==> config.mk <==
export PLATFORM = sky130hd
export DESIGN_NAME = alt_rw_arbiter
export DESIGN_NICKNAME = d
export VERILOG_FILES = /design/src/rtl/arb_pkg.sv /design/src/rtl/arb_grant.sv /design/src/rtl/arb_store.sv /design/src/rtl/arb_fwd.sv /design/src/rtl/alt_rw_arbiter.sv
export SDC_FILE = /design/constraint.sdc
export NUM_CORES = 1
export LEC_CHECK = 0
export BUFFER_PORTS_ARGS = -buffer_cell sky130_fd_sc_hd__buf_2
export CAP_MARGIN = 20
export CORE_MARGIN = 5
export CORE_UTILIZATION = 35
export DETAILED_ROUTE_END_ITERATION = 12
export PLACE_DENSITY = 0.56
export SETUP_SLACK_MARGIN = 0.2
export SLEW_MARGIN = 20
export SYNTH_ARGS = -nofsm -noshare
export SYNTH_HDL_FRONTEND = slang
export SYNTH_SLANG_ARGS = --single-unit
export TNS_END_PERCENT = 50
==> constraint.sdc <==
create_clock -name clk -period 5.3 [get_ports clk]
set_input_delay 0.53 -clock clk [delete_from_list [all_inputs] [get_ports clk]]
set_output_delay 0.53 -clock clk [all_outputs]
set_load 0.01 [all_outputs]
==> src/rtl/arb_pkg.sv <==
package arb_pkg;
   typedef enum logic [1:0] {
      OP_IDLE  = 2'd0,
      OP_READ  = 2'd1,
      OP_WRITE = 2'd2
   } op_e;
endpackage

==> src/rtl/arb_grant.sv <==
module arb_grant
   import arb_pkg::*;
(
   input  logic clk,
   input  logic rst,
   input  logic rd_sel,
   input  logic wr_sel,
   output logic rd_go,
   output logic wr_go
);
   op_e last_q;

   // Priority follows the previous started operation when both ports ask
   always_comb begin
      rd_go = 1'b0;
      wr_go = 1'b0;
      if (!rst) begin
         if (rd_sel && wr_sel) begin
            if (last_q == OP_READ) wr_go = 1'b1;
            else                   rd_go = 1'b1;
         end else begin
            rd_go = rd_sel;
            wr_go = wr_sel;
         end
      end
   end

   always_ff @(posedge clk) begin
      if (rst)        last_q <= OP_IDLE;
      else if (rd_go) last_q <= OP_READ;
      else if (wr_go) last_q <= OP_WRITE;
      else            last_q <= OP_IDLE;
   end
endmodule

==> src/rtl/arb_store.sv <==
module arb_store #(
   parameter int ADDR_W = 6,
   parameter int DATA_W = 16,
   localparam int DEPTH = 1 << ADDR_W
) (
   input  logic              clk,
   input  logic              we,
   input  logic [ADDR_W-1:0] waddr,
   input  logic [DATA_W-1:0] wdata,
   input  logic [ADDR_W-1:0] raddr,
   output logic [DATA_W-1:0] rdata
);
   logic [DATA_W-1:0] cells [DEPTH];

   always_ff @(posedge clk) begin
      if (we) cells[waddr] <= wdata;
   end

   assign rdata = cells[raddr];
endmodule

==> src/rtl/arb_fwd.sv <==
module arb_fwd #(
   parameter int ADDR_W = 6,
   parameter int DATA_W = 16,
   parameter bit FWD_EN = 1'b1
) (
   input  logic              clk,
   input  logic              rst,
   input  logic              wr_go,
   input  logic [ADDR_W-1:0] wr_addr,
   input  logic [DATA_W-1:0] wr_data,
   input  logic              rd_go,
   input  logic [ADDR_W-1:0] rd_addr,
   input  logic [DATA_W-1:0] arr_rdata,
   output logic              cm_en,
   output logic [ADDR_W-1:0] cm_addr,
   output logic [DATA_W-1:0] cm_data,
   output logic [DATA_W-1:0] rd_data,
   output logic              rd_valid
);
   logic              pend_q;
   logic [ADDR_W-1:0] pend_addr_q;
   logic [DATA_W-1:0] pend_data_q;
   logic [DATA_W-1:0] rd_pick;

   // One-entry write buffer: a started write always commits next edge
   always_ff @(posedge clk) begin
      if (rst) pend_q <= 1'b0;
      else     pend_q <= wr_go;
      if (wr_go) begin
         pend_addr_q <= wr_addr;
         pend_data_q <= wr_data;
      end
   end

   assign cm_en   = pend_q;
   assign cm_addr = pend_addr_q;
   assign cm_data = pend_data_q;

   generate
      if (FWD_EN) begin : g_fwd
         assign rd_pick = (pend_q && pend_addr_q == rd_addr) ? pend_data_q : arr_rdata;
      end else begin : g_nofwd
         assign rd_pick = arr_rdata;
      end
   endgenerate

   always_ff @(posedge clk) begin
      if (rst) rd_valid <= 1'b0;
      else     rd_valid <= rd_go;
      if (rd_go) rd_data <= rd_pick;
   end
endmodule

==> src/rtl/alt_rw_arbiter.sv <==
module alt_rw_arbiter #(
   parameter int ADDR_W = 6,
   parameter int DATA_W = 16
) (
   input  logic              clk,
   input  logic              rst,
   input  logic              rd_sel,
   input  logic [ADDR_W-1:0] rd_addr,
   output logic              rd_ack,
   output logic [DATA_W-1:0] rd_data,
   output logic              rd_valid,
   input  logic              wr_sel,
   input  logic [ADDR_W-1:0] wr_addr,
   input  logic [DATA_W-1:0] wr_data,
   output logic              wr_ack
);
   generate
      if (ADDR_W < 1 || ADDR_W > 12) begin : g_bad_addr
         $error("alt_rw_arbiter: ADDR_W out of range");
      end
      if (DATA_W < 1) begin : g_bad_data
         $error("alt_rw_arbiter: DATA_W must be positive");
      end
   endgenerate

   logic              cm_en;
   logic [ADDR_W-1:0] cm_addr;
   logic [DATA_W-1:0] cm_data;
   logic [DATA_W-1:0] arr_rdata;

   arb_grant u_grant (
      .clk    (clk),
      .rst    (rst),
      .rd_sel (rd_sel),
      .wr_sel (wr_sel),
      .rd_go  (rd_ack),
      .wr_go  (wr_ack)
   );

   arb_store #(.ADDR_W(ADDR_W), .DATA_W(DATA_W)) u_store (
      .clk   (clk),
      .we    (cm_en),
      .waddr (cm_addr),
      .wdata (cm_data),
      .raddr (rd_addr),
      .rdata (arr_rdata)
   );

   arb_fwd #(.ADDR_W(ADDR_W), .DATA_W(DATA_W), .FWD_EN(1'b1)) u_fwd (
      .clk       (clk),
      .rst       (rst),
      .wr_go     (wr_ack),
      .wr_addr   (wr_addr),
      .wr_data   (wr_data),
      .rd_go     (rd_ack),
      .rd_addr   (rd_addr),
      .arr_rdata (arr_rdata),
      .cm_en     (cm_en),
      .cm_addr   (cm_addr),
      .cm_data   (cm_data),
      .rd_data   (rd_data),
      .rd_valid  (rd_valid)
   );
endmodule

# Yosys cells after proc, flatten, opt, wreduce, memory -nomap -nowiden
# Memories as Yosys holds them, arrays and structs flattened. A register that Yosys moved wholly into a read port is not among the register bits.
# Index checks and enable logic that the tools add are counted.
[classes]
n_addsub = 0
n_mul = 0
div_mod_pow = 0
order_cmp = 0
eq_ne = 1
shift = 0
mux = 10
bitwise_logic = 0
reduce_logical = 2
[op_table]
columns = ["operator", "n"]
rows = [
  ["$mux W1", 9],
  ["$eq A2 B1 Y1 const B", 1],
  ["$mux W2", 1],
  ["$reduce_or A2 Y1", 1],
  ["$logic_and A1 B1 Y1", 1],
]
[totals]
register_bits = 26
latch_bits = 0
mem_bits_rw = 1024
mem_bits_ro = 0
in_bits = 32
n_memories = 1
[memory_table]
columns = ["name", "words", "word_bits", "rd", "rd_ports_with_merged_regs", "wr", "line_no", "rtl"]
rows = [
  ["u_store.cells", 64, 16, 1, 1, 1, "arb_store.sv:13", "logic [DATA_W-1:0] cells [DEPTH];"],
]

# Logic depth before layout (Yosys ltp)
[depth]
word_depth = 6
mapped_depth = 10
ltp_nobuf = 5

# Modules after synthesis
# From an unflattened synthesis, not the netlist that was laid out.
[hier_totals]
hier_cells = 1890
area_unflattened_um2 = 41274.6
[modules_own_cells]
columns = ["module", "instances", "cells_per_inst", "area_each_um2", "seq_area_each_um2"]
rows = [
  ["arb_store", 1, 1813, 39721.8, 30749.5],
  ["arb_fwd", 1, 67, 1465.2, 1181.1],
  ["arb_grant", 1, 10, 87.6, 40.0],
]

# Worst setup path after synthesis
# Ideal clock, no wire load.
[synth_timing]
path_type = "reg-to-reg"
from = "register u_fwd.pend_addr_q[3], in the netlist u_fwd.cm_addr[3]"
to = "memory u_store.cells[36][0], enable pin"
setup_ns = 0.409
arrival_time_ns = 2.216
setup_slack_ns = 2.675
path_stages_with_launch = 5
n_path_buf = 1
period_less_slack_ns = 2.625
path_cell_list = "edfxtp_1 > clkbuf_1 > nor4bb_1 > nand2_1 > nor3_1"
[synth_lines]
columns = ["element", "line_no", "rtl"]
rows = [
  ["start: declaration", "arb_fwd.sv:21", "logic [ADDR_W-1:0] pend_addr_q;"],
  ["start signal: assignment", "arb_fwd.sv:30", "pend_addr_q <= wr_addr;"],
  ["end: declaration", "arb_store.sv:13", ""],
]
# No word-level cell before the write port.

==> metrics <==
Cell Int Power=13.7 mW; Setup WS pre-CTS=roughly 1300 ps; VDD IR max=around 0.00027 V; Clock Pin Slew Worst Setup and Hold Paths=~60 ps; clock power share=0.422; CTS Buf Count=106; Pleak=~15 nW; Initial DRT Pass Iterations=6; vias=19800; Worst Path Buf+Inv=3; Initial Utilization=0.353; worst min path class=in -> reg; most frequent cells after synthesis=1062 x edfxtp_1, 187 x mux4_2, 143 x mux2i_1; mapped cell area=41000 µm²; most common cell in the netlist=edfxtp_1; Yosys cell types=49; Die Ht=between 300 and 400 µm; maximum clock frequency=just over 300 MHz; Post-CTS Hold Fix Bufs=0; top_reg_cell synth=edfxtp_1; outcome=finished clean; Top delay family on crit path=compound AO/OA/AOI/OAI gates; post-DR wirelength/cell=between 20 and 30 µm; Yosys reg bits=1065; Avg Inst Size Synth=approximately 21 µm²; all-layer global routing usage=0.160; CP endpoint kind=flop; first-pass GRT wire length=145000 µm; CTS H-tree depth=3; combinational power share=0.043; Post-synth ARST share=0; sequential power share=0.535; Fin. Hold Viols=0; Area Growth Syn to Fin=14.3%; minimum clock period=3210 ps; Critical Path RT=about 5700 ps; # port buffers=50; Tcrit/Tclk final=0.606; relative slew slack=0.246; Max Clock Skew=36.3 ps; Core ar.=116000 µm²; post-CTS sizing=0; final wirelength=101000 µm; Worst-Margin Slew=1130 ps; Post-Layout Cell Count=roughly 3700; final-stage net count=approximately 2100; CTS tree=yes; crit-path max FO=60; total power=17.3 mW; routability-driven placement congestion ratio=between 0.7 and 0.8; Pwr Density=370 nW/µm²; Min Hold Slack=47.2 ps; postcts setup bufs=0; filler cell count=10200; DRC violations left=0; layout cells sized above 1=0.258; Clock Latency Late Sink=about 680 ps; post-route setup slack=between 2000 and 2500 ps; First DRT Iteration DRCs=~2100; post-synth top area share=0.778; largest stage delay on the critical path=750 ps; clock sink count=1065; Die X=352 µm; Congestion Overflow GR=0; placed cells=3483; critical path startpoint category=primary input; die area=124000 µm²; sequential area share after synthesis=0.779; DR vias/cell=5.38; Final ANT Viol Nets=0; Max-cap violations=0; Synth area leaders=edfxtp_1 78%, mux4_2 10%, mux2i_1 3.5%, mux2_2 1.6%, a22oi_1 1.2%; Final TNS setup=0 ps; largest net degree at the start of global routing=76; CP max stage cell=a221oi_1; vias in the first global route=20100; initial antenna violation count=6; I/O Pins=51; Synth Net Count=1944; Synth area leader=edfxtp_1; Synth Warn #=0; DPL Wire Length=approximately 58000 µm; root buf cell=clkbuf_16; switch share=0.207; critical path arrival=around 3600 ps; Post-synth EDFFs=1062; CP most frequent cell=buf_12; crit path cell chain=buf_8 -> buf_12 -> buf_12 -> mux4_2 -> a221oi_1 -> a31oi_1 -> a211o_1; critical path class=in -> reg; row cnt=125; clk buf depth=3; final slew viol count=0; final setup violation count=0; Syn Inst Count=1912; RSZ-0062 raised after global routing=false; Net Switching=3.58 mW
## sequential cells by signal (all words and copies together), names as in the netlist
register	count
u_fwd.cm_data	16
u_fwd.cm_en	1
u_fwd.rd_data	16
u_fwd.cm_addr	6
u_store.cells	1024
u_grant.last_q	2
## worst paths after layout
kind                                        start                 to  slack (ps)  depth (start not counted)
worst max register to register   u_fwd.cm_addr[4]   u_fwd.rd_data[4]        2250                          5
worst min-delay path                  wr_data[14]  u_fwd.cm_data[14]          50                          1
worst min register to register  u_grant.last_q[0]  u_grant.last_q[0]         560                          1
worst max-delay path                   rd_addr[0]   u_fwd.rd_data[6]        2090                          7
## routing by layer
layer / vias up / track usage / wire [µm]
met4: 0 / 0.0386 / 2170
met2: 702 / 0.244 / 46400
li1: 8358 / - / -
met5: - / 0 / 0
met3: 120 / 0.0334 / 6910
met1: 10600 / 0.236 / 45900
## power groups by stage
stage	Clock (mW)	Combinational, mW	Sequential, mW
detailed placement	0	0.752	9.45
floorplan	0	0.451	9.47
finish	7.30	0.744	9.27
global placement	0	0.742	9.45
CTS	7.44	0.753	9.27
global route	7.82	0.792	9.27
## final cells by class
cell class / count / area, µm² / share of cell area
antenna: 3 / 7.51 / 0.000160
clock buffer: 140 / 2840 / 0.0607
clock inverter: 58 / 541 / 0.0115
inverter: 5 / 18.8 / 0.000401
multi-input combinational: 734 / 8470 / 0.181
sequential: 1065 / 32000 / 0.682
tap: 1524 / 1910 / 0.0407
timing repair buffer: 155 / 1120 / 0.0240
## kinds of logic (layout without fill, tap and decap cells)
kind of cell	after synthesis	in the layout	share of synthesized area
buffers and inverters	113	358	0.0150
other	0	3	0
XOR/XNOR	6	6	0.00128
AND/OR/NAND/NOR	166	166	0.0189
flip-flops	1065	1065	0.779
multiplexers	389	389	0.154
AO/OA/AOI/OAI	173	173	0.0315
## metrics by stage
stage / utilization / instance area, µm²
finish: 0.403 / 46900
global placement: 0.374 / 43500
detailed placement: 0.374 / 43500
global route: 0.403 / 46900
CTS: 0.403 / 46900
floorplan: - / 41000
## worst register-to-register path, stage by stage (launching register included)
cell,delay [ps]
edfxtp_1,720
xnor2_1,190
nand4_1,220
o21ai_2,930
nor3_1,380
a211o_1,370
## placed cells by master, fill, tap and decap left out, drive strengths merged, types with 6 or more instances in the layout
master and n:
mux2 59, inv 6, a221oi 14, a211o 14, clkbuf 141, nor3 17
bufinv 9, a21oi 8, a22o 16, mux4 187, buf 154, o22ai 28
clkinv 45, mux2i 143, edfxtp 1062, nand2 15, a22oi 65, nand3 41
a31oi 17, nor2 69
Note: power is estimated with default switching activity, not from simulation.
